File: src/rtl/acq_pkg.sv
package acq_pkg;

   typedef enum logic [1:0] {
      ST_IDLE  = 2'd0,
      ST_DELAY = 2'd1,
      ST_SHIFT = 2'd2,
      ST_WRITE = 2'd3
   } acq_state_t;

endpackage

File: src/rtl/acq_dly_timer.sv
// Counts N slow-clock periods after a start pulse; done is a one-cycle flag.
module acq_dly_timer #(
   parameter int DLY_W    = 9,
   parameter int SCLK_DIV = 2
) (
   input  logic             clk,
   input  logic             rst_n,
   input  logic             start,
   input  logic [DLY_W-1:0] n_in,
   output logic             done
);
   localparam int PW = (SCLK_DIV > 1) ? $clog2(SCLK_DIV) : 1;

   logic             busy;
   logic             tick;
   logic [DLY_W-1:0] n_q;
   logic [DLY_W-1:0] sc;

   generate
      if (SCLK_DIV == 1) begin : g_direct
         assign tick = 1'b1;
      end else begin : g_prescale
         logic [PW-1:0] pc;
         always_ff @(posedge clk or negedge rst_n) begin
            if (!rst_n)         pc <= '0;
            else if (start)     pc <= '0;
            else if (busy)      pc <= (pc == PW'(SCLK_DIV - 1)) ? '0 : pc + PW'(1);
         end
         assign tick = (pc == PW'(SCLK_DIV - 1));
      end
   endgenerate

   always_ff @(posedge clk or negedge rst_n) begin
      if (!rst_n) begin
         busy <= 1'b0;
         n_q  <= DLY_W'(1);
         sc   <= '0;
      end else if (start) begin
         busy <= 1'b1;
         n_q  <= (n_in == '0) ? DLY_W'(1) : n_in;
         sc   <= '0;
      end else if (busy && tick) begin
         if (sc == n_q - DLY_W'(1)) busy <= 1'b0;
         else                       sc   <= sc + DLY_W'(1);
      end
   end

   assign done = busy && tick && (sc == n_q - DLY_W'(1));
endmodule

File: src/rtl/acq_shifter.sv
// Serial clock generator and input shift register. Runs while run is high.
module acq_shifter #(
   parameter int DATA_W = 20
) (
   input  logic              clk,
   input  logic              rst_n,
   input  logic              run,
   input  logic              sdata,
   output logic              dclk,
   output logic              word_done,
   output logic [DATA_W-1:0] data
);
   localparam int BW = $clog2(DATA_W);

   logic          ph;
   logic [BW-1:0] bcnt;
   logic          last_bit;

   assign last_bit = (bcnt == BW'(DATA_W - 1));

   always_ff @(posedge clk or negedge rst_n) begin
      if (!rst_n) begin
         ph   <= 1'b0;
         bcnt <= '0;
         data <= '0;
      end else if (!run) begin
         ph   <= 1'b0;
         bcnt <= '0;
      end else begin
         ph <= ~ph;
         if (ph) begin
            data <= {data[DATA_W-2:0], sdata};
            bcnt <= last_bit ? '0 : bcnt + BW'(1);
         end
      end
   end

   assign dclk      = ph;
   assign word_done = run && ph && last_bit;
endmodule

File: src/rtl/acq_ptr.sv
// Wrapping up/down word pointer.
module acq_ptr #(
   parameter int PTR_W = 15
) (
   input  logic             clk,
   input  logic             rst_n,
   input  logic             inc,
   input  logic             dec,
   output logic [PTR_W-1:0] ptr
);
   always_ff @(posedge clk or negedge rst_n) begin
      if (!rst_n)   ptr <= '0;
      else if (inc) ptr <= ptr + PTR_W'(1);
      else if (dec) ptr <= ptr - PTR_W'(1);
   end
endmodule

File: src/rtl/acq_seq.sv
module acq_seq
   import acq_pkg::*;
#(
   parameter int DATA_W     = 20,
   parameter int SIDE_BIT   = 22,
   parameter int PTR_W      = 15,
   parameter int DLY_W      = 9,
   parameter int DEV_W      = 7,
   parameter int DEV_MAX    = 64,
   parameter int CH_PER_DEV = 2,
   parameter int SCLK_DIV   = 2
) (
   input  logic             clk,
   input  logic             rst_n,
   input  logic             collect,
   input  logic             dvalid_n,
   input  logic             sdata,
   input  logic [DLY_W-1:0] dly_n,
   input  logic [DEV_W-1:0] dev_num,
   input  logic             dec_req,
   output logic             xmit_n,
   output logic             dclk,
   output logic [PTR_W-1:0] mem_addr,
   output logic [7:0]       mem_wdata,
   output logic [1:0]       mem_bsel,
   output logic             mem_we
);
   localparam int WORD_W = ((SIDE_BIT + 1 + 7) / 8) * 8;
   localparam int LANES  = WORD_W / 8;
   localparam int WC_W   = $clog2(DEV_MAX * CH_PER_DEV + 1);

   generate
      if (SIDE_BIT < DATA_W) begin : g_bad_side
         $error("side tag position overlaps the data field");
      end
      if (LANES > 4) begin : g_bad_lanes
         $error("word needs more byte lanes than mem_bsel can select");
      end
      if (DEV_MAX >= (1 << DEV_W)) begin : g_bad_dev
         $error("DEV_MAX does not fit dev_num");
      end
      if (SCLK_DIV < 1) begin : g_bad_div
         $error("SCLK_DIV must be at least 1");
      end
   endgenerate

   acq_state_t       state;
   logic             dv_q;
   logic             fall;
   logic             mode_q;
   logic             side;
   logic [1:0]       lane;
   logic [WC_W-1:0]  wcnt;
   logic [WC_W-1:0]  words_q;
   logic [DEV_W-1:0] dev_eff;
   logic             last_word;
   logic             last_lane;
   logic             dly_done;
   logic             word_done;
   logic [DATA_W-1:0] sh_data;
   logic [WORD_W-1:0] word;
   logic             ptr_inc;
   logic             ptr_dec;

   assign fall = dv_q && !dvalid_n;

   always_comb begin
      if (dev_num == '0)                      dev_eff = DEV_W'(1);
      else if (dev_num > DEV_W'(DEV_MAX))     dev_eff = DEV_W'(DEV_MAX);
      else                                    dev_eff = dev_num;
   end

   assign last_word = (wcnt == words_q - WC_W'(1));
   assign last_lane = (lane == 2'(LANES - 1));

   acq_dly_timer #(.DLY_W(DLY_W), .SCLK_DIV(SCLK_DIV)) u_dly (
      .clk   (clk),
      .rst_n (rst_n),
      .start ((state == ST_IDLE) && fall),
      .n_in  (dly_n),
      .done  (dly_done)
   );

   acq_shifter #(.DATA_W(DATA_W)) u_shf (
      .clk       (clk),
      .rst_n     (rst_n),
      .run       (state == ST_SHIFT),
      .sdata     (sdata),
      .dclk      (dclk),
      .word_done (word_done),
      .data      (sh_data)
   );

   assign ptr_inc = (state == ST_WRITE) && last_lane;
   assign ptr_dec = !mode_q && dec_req;

   acq_ptr #(.PTR_W(PTR_W)) u_ptr (
      .clk   (clk),
      .rst_n (rst_n),
      .inc   (ptr_inc),
      .dec   (ptr_dec),
      .ptr   (mem_addr)
   );

   always_ff @(posedge clk or negedge rst_n) begin
      if (!rst_n) begin
         state   <= ST_IDLE;
         dv_q    <= 1'b1;
         mode_q  <= 1'b0;
         side    <= 1'b1;
         xmit_n  <= 1'b1;
         lane    <= '0;
         wcnt    <= '0;
         words_q <= WC_W'(CH_PER_DEV);
      end else begin
         dv_q <= dvalid_n;
         if (state == ST_IDLE || state == ST_DELAY) mode_q <= collect;
         unique case (state)
            ST_IDLE: begin
               if (fall) begin
                  state   <= ST_DELAY;
                  words_q <= WC_W'(dev_eff) * WC_W'(CH_PER_DEV);
               end
            end
            ST_DELAY: begin
               if (dly_done) begin
                  state  <= ST_SHIFT;
                  xmit_n <= 1'b0;
                  wcnt   <= '0;
               end
            end
            ST_SHIFT: begin
               if (word_done) begin
                  if (mode_q) begin
                     state <= ST_WRITE;
                     lane  <= '0;
                  end else if (last_word) begin
                     state  <= ST_IDLE;
                     xmit_n <= 1'b1;
                     side   <= ~side;
                  end else begin
                     wcnt <= wcnt + WC_W'(1);
                  end
               end
            end
            ST_WRITE: begin
               if (last_lane) begin
                  lane <= '0;
                  if (last_word) begin
                     state  <= ST_IDLE;
                     xmit_n <= 1'b1;
                     side   <= ~side;
                  end else begin
                     state <= ST_SHIFT;
                     wcnt  <= wcnt + WC_W'(1);
                  end
               end else begin
                  lane <= lane + 2'd1;
               end
            end
            default: state <= ST_IDLE;
         endcase
      end
   end

   always_comb begin
      word                 = '0;
      word[DATA_W-1:0]     = sh_data;
      word[SIDE_BIT]       = side;
   end

   assign mem_we    = (state == ST_WRITE);
   assign mem_bsel  = lane;
   assign mem_wdata = word[lane*8 +: 8];
endmodule

File: config.mk
export PLATFORM = sky130hd
export DESIGN_NAME = acq_seq
export DESIGN_NICKNAME = d
export VERILOG_FILES = /design/src/rtl/acq_pkg.sv /design/src/rtl/acq_dly_timer.sv /design/src/rtl/acq_shifter.sv /design/src/rtl/acq_ptr.sv /design/src/rtl/acq_seq.sv
export SDC_FILE = /design/constraint.sdc
export NUM_CORES = 1
export LEC_CHECK = 0
export ABC_AREA = 1
export BUFFER_PORTS_ARGS = -buffer_cell sky130_fd_sc_hd__buf_2
export CAP_MARGIN = 20
export CORE_ASPECT_RATIO = 1.1
export CORE_UTILIZATION = 64
export DETAILED_ROUTE_END_ITERATION = 8
export PLACE_DENSITY_LB_ADDON = 0.08
export SYNTH_ARGS = -nofsm -noshare
export SYNTH_HDL_FRONTEND = slang
export SYNTH_SLANG_ARGS = --single-unit
export TNS_END_PERCENT = 10
File: constraint.sdc
create_clock -name clk -period 5.4 [get_ports clk]
set_clock_uncertainty 0.2 [all_clocks]
set_input_delay 0.27 -clock clk [delete_from_list [all_inputs] [get_ports clk]]
set_output_delay 0.27 -clock clk [all_outputs]
set_load 0.02 [all_outputs]
==> results of run 1 <==
-- kinds of logic (layout without fill, tap and decap cells) --
logic type / Yosys count / count (layout) / synth area share
xor gates and xnor gates: 31 / 31 / 0.0540
AOI/OAI and AO/OA: 92 / 92 / 0.104
buffers and inverters: 94 / 165 / 0.0739
muxes: 1 / 1 / 0.00224
and+or+nand+nor: 342 / 342 / 0.298
DFF: 84 / 84 / 0.419
adders and majority gates: 19 / 19 / 0.0488
-- power breakdown --
group / internal, uW / switching (uW) / total (uW)
Clock: 263 / 238 / 501
Sequential: 858 / 219 / 1080
Combinational: 657 / 1150 / 1800
Total: 1780 / 1600 / 3380
-- per-layer routing --
layer | wire [um] | GRT usage | part of all wire
met2 | 5610 | 0.509 | 0.50
met3 | 381 | 0.0393 | 0.034
met4 | 278 | 0.139 | 0.025
met1 | 4880 | 0.362 | 0.44
met5 | 0 | 0 | 0
-- layout by cell type (no fill, tap or decap), types with 18 or more instances in the layout --
cell and count:
ha_1 18, dlygate4sd3_1 19, dfrtp_1 79, buf_2 48, nor2_1 52, xor2_1 20
nand2_1 197, inv_1 77, nand3_1 40, a21oi_1 21, o21ai_0 50
-- path summary, 6_finish.rpt --
| kind | from | endpoint | slack, ns | cells past startpoint |
|---|---|---|---|---|
| max | mem_bsel[1]$_DFFE_PN0P_ | u_ptr.ptr[12]$_DFFE_PN0P_ | 2.11 | 15 |
| min | dev_num[6] | words_q[7]$_DFFE_PN0P_ | 0.03 | 3 |
| max reg2reg | mem_bsel[1]$_DFFE_PN0P_ | u_ptr.ptr[12]$_DFFE_PN0P_ | 2.11 | 15 |
| min reg2reg | xmit_n$_DFFE_PN1P_ | xmit_n$_DFFE_PN1P_ | 0.28 | 2 |
| max in group asynchronous | rst_n | mem_bsel[0]$_DFFE_PN0P_ | 3.82 | 3 |
| min in group asynchronous | rst_n | u_dly.sc[3]$_DFFE_PN0P_ | 0.21 | 2 |
-- metrics by stage --
stage	cells	hold WS, ns	setup slack, ns
global placement	803	0.0686	2.27
finish	839	0.0346	2.11
floorplan	663	-0.226	2.42
global route	839	0.0691	1.62
detailed placement	803	0.0711	2.12
CTS	838	0.0311	2.09
-- state kept, by name, indices dropped and copies added (netlist names) --
register / cells
wcnt: 8
u_dly.sc: 9
u_dly.n_q: 9
u_ptr.ptr: 15
mode_q: 1
state: 2
u_dly.g_prescale.pc: 1
u_shf.bcnt: 5
side: 1
u_shf.dclk: 1
u_shf.data: 20
words_q: 7
u_dly.busy: 1
mem_bsel: 2
dv_q: 1
xmit_n: 1
-- layout make-up --
cell class	instances	area (sq um)	area share
repair buffers	71	480	0.0829
clock buffers	9	124	0.0214
flip-flops and latches	84	2110	0.364
clock inverters	7	100	0.0173
inverters	78	293	0.0505
multi-input cells	485	2560	0.441
well taps	105	131	0.0227
-- worst min-delay path, delay by kind of cell --
kind            cells  cell delay, ns
compound gates      1            0.11
buf+inv             1            0.09
simple gates        1            0.07
==> flow_metrics.env, run 1 <==
export IMPL_synth_largest_area_cell="dfrtp_1"
export IMPL_clkLatencyLatePin_ns=0.36
export IMPL_p_per_area_mw_per_mm2=583
export IMPL_nNetsFinal=770
export IMPL_cts_buffers=9
export IMPL_hold_buffers=19
export IMPL_synth_ff_type="dfrtp_1"
export IMPL_path_class="register to register"
export IMPL_post_cts_buffers=0
export IMPL_startpoint_type="register"
export IMPL_dieArea_sq_mm=0.00822
export IMPL_hp_class="input pin to register"
export IMPL_drt_iter0_markers=195
export IMPL_rsz0062_at_grt="false"
export IMPL_cp_arrival_ns=3.34
export IMPL_finish_instance_area_sq_mm=0.00580
export IMPL_dpl_hpwl_mm=7.61
export IMPL_path_cells="inv_1 > nor2_1 > inv_1 > nor2_1 > inv_1 > ha_1 > a21oi_1 > nand2_1 > nand2_1 > nand3_1 > a21oi_1 > o21bai_1 > or2_2 > nand3_1 > nand2_1"
export IMPL_cts_tree="done"
export IMPL_finish_utilization=0.771
export IMPL_worst_pin_slew_ns=0.779
export IMPL_synth_seq_area_share=0.419
export IMPL_hold_viol=0
export IMPL_area_delta_synth_final_pct=15.2
export IMPL_ys_warn_count=0
export IMPL_synth_top_cells_by_area="dfrtp_1 39%, nand2_1 15%, inv_1 5.7%"
export IMPL_worst_path_max_fanout=15
export IMPL_num_rows=33
export IMPL_yosysMostFrequentCell="nand2_1"
export IMPL_vdd_drop_max_mv=0.379
export IMPL_syn_inst=663
export IMPL_antenna_found_initial=0
export IMPL_grt_ovfl_total=0
export IMPL_synth_async_sr_flop_share=1.00
export IMPL_routedWlPerCell_um=13.3
export IMPL_tns_ns=0
export IMPL_synth_edf_count=0
export IMPL_grt_pass1_wl_mm=19.0
export IMPL_place_gp_congestion=0.848
export IMPL_slew_viol_final=0
export IMPL_fmax_mhz=304
export IMPL_setup_viol=0
export IMPL_finalCritPeriodShare=0.610
export IMPL_outcome="completed"
export IMPL_grt_pass1_vias=4371
export IMPL_slew_headroom=0.479
export IMPL_grt_usage=0.294
export IMPL_cts_sinks=84
export IMPL_p_total_uw=3380
export IMPL_start_util=0.669
export IMPL_io_pin_count=50
export IMPL_crit_buf_inv=3
export IMPL_dr_pass1_iters=5
export IMPL_ys_ff_latch=84
export IMPL_worstSetupEndpointType="register"
export IMPL_synth_net_count=704
export IMPL_drv_cap=0
export IMPL_crit_family="simple AND/OR/NAND/NOR gates"
export IMPL_chipWidth_um=86.5
export IMPL_avgSynthCellArea_sq_um=7.59
export IMPL_worst_path_largest_cell_delay_ns=0.44
export IMPL_htree_levels=3
export IMPL_cts_repair_resized=0
export IMPL_vias=4547
export IMPL_drive_above_1_share=0.128
export IMPL_vias_per_cell=5.42
export IMPL_clockBufferDepth=2
export IMPL_ys_top_cells_by_count="197 x nand2_1, 79 x dfrtp_1, 77 x inv_1, 52 x nor2_1, 50 x o21ai_0"
export IMPL_drc=0
export IMPL_syn_cell_area_sq_mm=0.00503
export IMPL_coreArea_sq_mm=0.00751
export IMPL_grt_max_degree=48
export IMPL_port_buffer_count=49
export IMPL_synth_distinct_cells=40
export IMPL_min_period_ns=3.29
export IMPL_cts_root_buffer="clkbuf_8"
export IMPL_power_leakage_uw=0.00292
export IMPL_n_fill_cell=556
export IMPL_crit_required_ns=5.45
export IMPL_antenna_cells=0
export IMPL_cpMaxStageDelayCell="ha_1"
export IMPL_synth_top_area_share=0.393
export IMPL_clkTransAtPathRegs_ns=0.08
export IMPL_placed_cell_area_sq_mm=0.00535
export IMPL_wl_mm=11.2
export IMPL_ant_nets=0
export IMPL_fp_dieH_um=95.0
Power figures use the tool's default switching activity.
==> run 2: changes to the inputs <==
CORE_UTILIZATION = 54   (was 64)
clock period = 2.87 ns   (was 5.4 ns; I/O delays follow)
==> run 2 against run 1 <==
  * Combinational power grew 99%
  * Critical path depth stayed put
  * Total power rose by 89%
  * Utilization down 11 points
  * Non-clock buffer count increased by 14
  * Worst hold slack got worse by 0.033 ns
  * First-iteration DRC count is 5.1% higher
  * Design area increased by 2.2%
  * Maximum frequency up 24%
  * Critical endpoint unchanged
  * Largest cell class unchanged
  * Highest routed layer unchanged
==> flow_metrics.env, run 2 (synthesized netlist as in run 1, its figures left out) <==
export IMPL_seqPwrFrac=0.312
export IMPL_use_met2=0.435
export IMPL_antenna_cells=0
export IMPL_port_buffer_count=49
export IMPL_fp_dieH_um=103
export IMPL_gr_usage_met1=0.320
export IMPL_path_class="register to register"
export IMPL_io_pin_count=50
export IMPL_rsz0062_at_grt="false"
export IMPL_worst_pin_slew_ns=0.581
export IMPL_fmax_mhz=376
export IMPL_min_period_ns=2.66
export IMPL_grt_pass1_vias=4418
export IMPL_grt_ovfl_total=0
export IMPL_cts_sinks=84
export IMPL_worstSetupEndpointType="register"
export IMPL_pwr_share_clk=0.126
export IMPL_place_gp_congestion=0.887
export IMPL_worst_path_largest_cell_delay_ns=0.41
export IMPL_outcome="completed"
export IMPL_worst_path_max_fanout=8
export IMPL_grt_pass1_wl_mm=19.3
export IMPL_multi_input_area_sq_mm=0.00259
export IMPL_crit_family="simple AND/OR/NAND/NOR gates"
export IMPL_clkTransAtPathRegs_ns=0.09
export IMPL_largest_register="u_shf.data"
export IMPL_chipWidth_um=94.0
export IMPL_path_cells="inv_1 > nor2_2 > inv_1 > nor2_4 > inv_4 > fa_1 > nand3_1 > nand2_1 > nand2_1 > nand3_2 > a21oi_2 > o21bai_1 > or2_2 > nand3_1 > nand2_1"
export IMPL_largestRegisters="u_shf.data x20, u_ptr.ptr x15"
export IMPL_nNetsFinal=784
export IMPL_crit_buf_inv=3
export IMPL_num_rows=36
export IMPL_drive_above_1_share=0.147
export IMPL_clockBufferDepth=2
export IMPL_cts_buffers=9
export IMPL_n_fill_cell=768
export IMPL_dr_pass1_iters=4
export IMPL_drt_iter0_markers=205
export IMPL_seq_area_sq_mm=0.00211
export IMPL_antenna_found_initial=0
export IMPL_cpMaxStageDelayCell="fa_1"
export IMPL_grt_busiest_layer="met2"
export IMPL_cp_arrival_ns=2.73
export IMPL_start_util=0.561
export IMPL_drc=0
export IMPL_dieArea_sq_mm=0.00970
export IMPL_startpoint_type="register"
export IMPL_cp_common_cell="nand2_1"
export IMPL_vdd_drop_max_mv=0.773
export IMPL_tns_ns=0
export IMPL_largest_reg_flops=20
export IMPL_grt_usage=0.252
export IMPL_slew_viol_final=0
export IMPL_wl_mm=11.3
export IMPL_coreArea_sq_mm=0.00896
export IMPL_ant_nets=0
export IMPL_finalCritPeriodShare=0.928
export IMPL_cts_tree="done"
export IMPL_vias_per_cell=5.26
export IMPL_power_switching_uw=3100
export IMPL_p_per_area_mw_per_mm2=1080
export IMPL_dpl_hpwl_mm=7.83
export IMPL_routedWlPerCell_um=13.1
export IMPL_finish_utilization=0.661
export IMPL_hold_viol=0
export IMPL_use_met3=0.0461
export IMPL_htree_levels=3
export IMPL_drv_cap=0
export IMPL_power_leakage_uw=0.00296
export IMPL_hp_class="input pin to async pin"
export IMPL_intPower_uw=3310
export IMPL_clkLatencyLatePin_ns=0.37
export IMPL_switching_share=0.484
export IMPL_p_comb_frac=0.561
export IMPL_mostFrequentLayoutCells="197 x nand2_1, 79 x dfrtp_1, 76 x inv_1"
export IMPL_area_delta_synth_final_pct=17.8
export IMPL_crit_required_ns=2.93
export IMPL_slew_headroom=0.612
export IMPL_cts_root_buffer="clkbuf_8"
export IMPL_final_common_cell="nand2_1"
export IMPL_grt_max_degree=85
export IMPL_vias=4531
export IMPL_setup_viol=0
-- run 2: through the flow --
stage	total power (uW)	setup WS (ns)	cells	hold slack, ns	area, sq um
floorplan	4600	0.0389	663	-0.352	5030
global placement	5350	0.166	818	0.0877	5410
detailed placement	5460	0.00196	818	0.0861	5410
CTS	6330	0.0569	859	0.0966	5850
global route	7050	0.00910	862	0.0189	5930
finish	6400	0.208	862	0.00141	5930
-- run 2: cell type report --
| type | instances | share of cell area |
|---|---|---|
| Clock buffer | 10 | 0.0232 |
| Clock inverter | 6 | 0.00781 |
| Inverter | 78 | 0.0498 |
| Multi-Input combinational cell | 485 | 0.438 |
| Sequential cell | 84 | 0.356 |
| Tap cell | 114 | 0.0241 |
| Timing Repair Buffer | 85 | 0.101 |
-- run 2: metal layers --
layer,up-vias,wire (um)
li1,2312,-
met1,2144,5280
met2,60,5500
met5,-,0
met3,15,307
met4,0,177
-- run 2: final timing paths --
check	depth (start not counted)	to	startpoint	slack [ns]
max	15	u_ptr.ptr[12]$_DFFE_PN0P_	mem_bsel[1]$_DFFE_PN0P_	0.21
min in group clk	4	u_ptr.ptr[0]$_DFFE_PN0P_	dec_req	0.11
min reg2reg	2	xmit_n$_DFFE_PN1P_	xmit_n$_DFFE_PN1P_	0.29
min	2	u_dly.n_q[3]$_DFFE_PN0P_	rst_n	0.001
max reg2reg	15	u_ptr.ptr[12]$_DFFE_PN0P_	mem_bsel[1]$_DFFE_PN0P_	0.21
max in group asynchronous	3	side$_DFFE_PN1P_	rst_n	1.84
-- run 2: timing repair --
| item | CTS | global route |
|---|---|---|
| gates resized for setup | 1 | 8 |
| endpoints found under the setup margin | 1 | 5 |
| gates cloned | 0 | 0 |
| setup buffers | 0 | 2 |
| hold buffers | 25 | 0 |
| pin swaps | 0 | 1 |
| endpoints found under the hold margin | 98 | 0 |
-- run 2: power groups by stage --
stage	Sequential, uW	Clock (uW)	Combinational, uW
6_report	2000	809	3590
5_1_grt	2060	890	4100
4_1_cts	2000	832	3500
3_5_place_dp	2010	0	3450
3_3_place_gp	2000	0	3350
2_1_floorplan	2070	0	2530
==> run 3: changes to the inputs <==
ABC_CLOCK_PERIOD_IN_PS = 2870   (was default)
CORE_UTILIZATION = 40   (was 54)
==> run 3 against run 2 <==
  * Total power is 4.1% higher
  * Cell count rose by 4.4%
  * Combinational power decreased by 2%
  * Count of clock-buffer cells in the layout stayed put
  * Clock power rose by 43%
  * Worst setup slack worse by 0.024 ns
  * Maximum frequency down 0.90%
  * Utilization down 17 points
  * Via count shrank 1.7%
==> flow_metrics.env, run 3 (synthesized netlist as in run 1, its figures left out) <==
export IMPL_grt_usage=0.197
export IMPL_min_period_ns=2.69
export IMPL_min_from="dec_req"
export IMPL_largest_reg_flops=20
export IMPL_largestRegisters="u_shf.data x20, u_ptr.ptr x15"
export IMPL_dp_slack_ns=0.00394
export IMPL_antenna_cells=0
export IMPL_grt_pass1_vias=4364
export IMPL_p_per_area_mw_per_mm2=1110
export IMPL_path_cells="inv_1 > nor2_2 > inv_1 > nor2_2 > inv_2 > fa_1 > nand3_1 > nand2_1 > nand2_1 > nand3_1 > a21oi_2 > o21bai_1 > or2_2 > nand3_1 > nand2_1"
export IMPL_dpl_hpwl_mm=8.19
export IMPL_drc=0
export IMPL_reg2reg_to="u_ptr.ptr[12]$_DFFE_PN0P_"
export IMPL_wl_mm=11.4
export IMPL_port_buffer_count=49
export IMPL_grt_ovfl_total=0
export IMPL_crit_family="simple AND/OR/NAND/NOR gates"
export IMPL_worstSetupEndpointType="register"
export IMPL_drive_above_1_share=0.141
export IMPL_placed_cell_area_sq_mm=0.00548
export IMPL_setup_viol=0
export IMPL_crit_buf_inv=3
export IMPL_dr_pass1_iters=5
export IMPL_finalCritPeriodShare=0.936
export IMPL_setup_slack_ns=0.184
export IMPL_cts_sinks=84
export IMPL_clkTransAtPathRegs_ns=0.06
export IMPL_slew_headroom=0.534
export IMPL_cpMaxStageDelayCell="fa_1"
export IMPL_mostFrequentLayoutCells="197 x nand2_1, 79 x dfrtp_1, 76 x inv_1"
export IMPL_outcome="completed"
export IMPL_drv_cap=0
export IMPL_hold_viol=0
export IMPL_p_total_uw=6660
export IMPL_dp_cells=860
export IMPL_worst_pin_slew_ns=0.698
export IMPL_vias_per_cell=4.95
export IMPL_routedWlPerCell_um=12.7
export IMPL_start_util=0.414
export IMPL_grt_max_degree=52
export IMPL_rrSetupSlack_ns=0.18
export IMPL_num_rows=42
export IMPL_ant_nets=0
export IMPL_path_class="register to register"
export IMPL_dieArea_sq_mm=0.0130
export IMPL_worst_path_largest_cell_delay_ns=0.41
export IMPL_worst_path_max_fanout=9
export IMPL_cp_arrival_ns=2.72
export IMPL_fp_dieH_um=120
export IMPL_chipWidth_um=109
export IMPL_power_leakage_uw=0.00299
export IMPL_cts_buffers=9
export IMPL_finish_instance_area_sq_mm=0.00601
export IMPL_area_delta_synth_final_pct=19.6
export IMPL_vias=4454
export IMPL_coreArea_sq_mm=0.0121
export IMPL_r2r_start="mem_bsel[1]$_DFFE_PN0P_"
export IMPL_hp_class="input pin to register"
export IMPL_htree_levels=3
export IMPL_cts_tree="done"
export IMPL_nNetsFinal=782
export IMPL_clockBufferDepth=2
export IMPL_vdd_drop_max_mv=0.628
export IMPL_io_pin_count=50
export IMPL_reg2reg_depth=15
export IMPL_place_gp_congestion=0.840
export IMPL_startpoint_type="register"
export IMPL_slew_viol_final=0
export IMPL_drt_iter0_markers=182
export IMPL_worstHoldPathCells=4
export IMPL_crit_required_ns=2.90
export IMPL_hold_end="u_ptr.ptr[0]$_DFFE_PN0P_"
export IMPL_rsz0062_at_grt="true"
export IMPL_cts_root_buffer="clkbuf_16"
export IMPL_finish_utilization=0.495
export IMPL_clkLatencyLatePin_ns=0.35
export IMPL_fin_cells=900
export IMPL_largest_register="u_shf.data"
export IMPL_grt_pass1_wl_mm=20.3
export IMPL_fmax_mhz=372
export IMPL_antenna_found_initial=0
export IMPL_final_common_cell="nand2_1"
-- run 3: cell count changes in the layout (fill, tap and decap cells not counted), moves of 2 or more --
cell	before	now
clkbuf_8	10	0
clkbuf_16	0	9
dlygate4sd3_1	25	23
ha_1	16	18
-- run 3: power breakdown --
part           internal, uW  switching [uW]
Clock                   674             488
Combinational          1310            2200
Sequential             1620             378
Total                  3600            3060
-- run 3: worst max path at each step --
stage | startpoint | endpoint | slack [ns] | cells past startpoint
floorplan | mem_bsel[1]$_DFFE_PN0P_ | u_ptr.ptr[12]$_DFFE_PN0P_ | 0.04 | 15
global placement | mem_bsel[0]$_DFFE_PN0P_ | u_ptr.ptr[12]$_DFFE_PN0P_ | 0.09 | 14
detailed placement | mem_bsel[1]$_DFFE_PN0P_ | u_ptr.ptr[12]$_DFFE_PN0P_ | 0.004 | 15
CTS | mem_bsel[0]$_DFFE_PN0P_ | u_ptr.ptr[9]$_DFFE_PN0P_ | 0.04 | 16
global route | mem_bsel[1]$_DFFE_PN0P_ | u_ptr.ptr[12]$_DFFE_PN0P_ | -0.07 | 15
finish | mem_bsel[1]$_DFFE_PN0P_ | u_ptr.ptr[12]$_DFFE_PN0P_ | 0.18 | 15
-- run 3: per-layer routing --
layer,part of all wire,global-route usage
met1,0.49,0.265
met2,0.47,0.315
met3,0.027,0.0326
met4,0.016,0.0760
met5,0,0
-- run 3: layout make-up --
class	count	area, sq um
well taps	154	193
clock inverters	6	63.8
multi-input cells	485	2570
fillers	1200	6120
clock buffers	10	229
inverters	78	293
repair buffers	83	561
flip-flops and latches	84	2110
-- run 3: through the flow --
step                      hold slack (ns)  setup TNS, ns
final                              0.0664              0
after global placement             0.0261              0
after global routing                0.116         -0.112
after CTS                          0.0691              0
after detailed placement           0.0306              0
after floorplan                    -0.352              0
-- run 3: worst reg2reg max path: cells and delay by family, from the launching register on --
family / cells / cell delay [ns]
and+or+nand+nor: 9 / 1.01
buffers and inverters: 3 / 0.28
DFF: 1 / 0.37
adders and majority gates: 1 / 0.42
AOI/OAI and AO/OA: 2 / 0.31
-- run 3: repair_timing --
| action | CTS | global route |
|---|---|---|
| setup buffers | 0 | 1 |
| setup endpoints to repair | 1 | 5 |
| gates resized for setup | 1 | 3 |
| pin swaps | 0 | 1 |
| hold buffers | 23 | 0 |
| hold endpoints to repair | 64 | 0 |
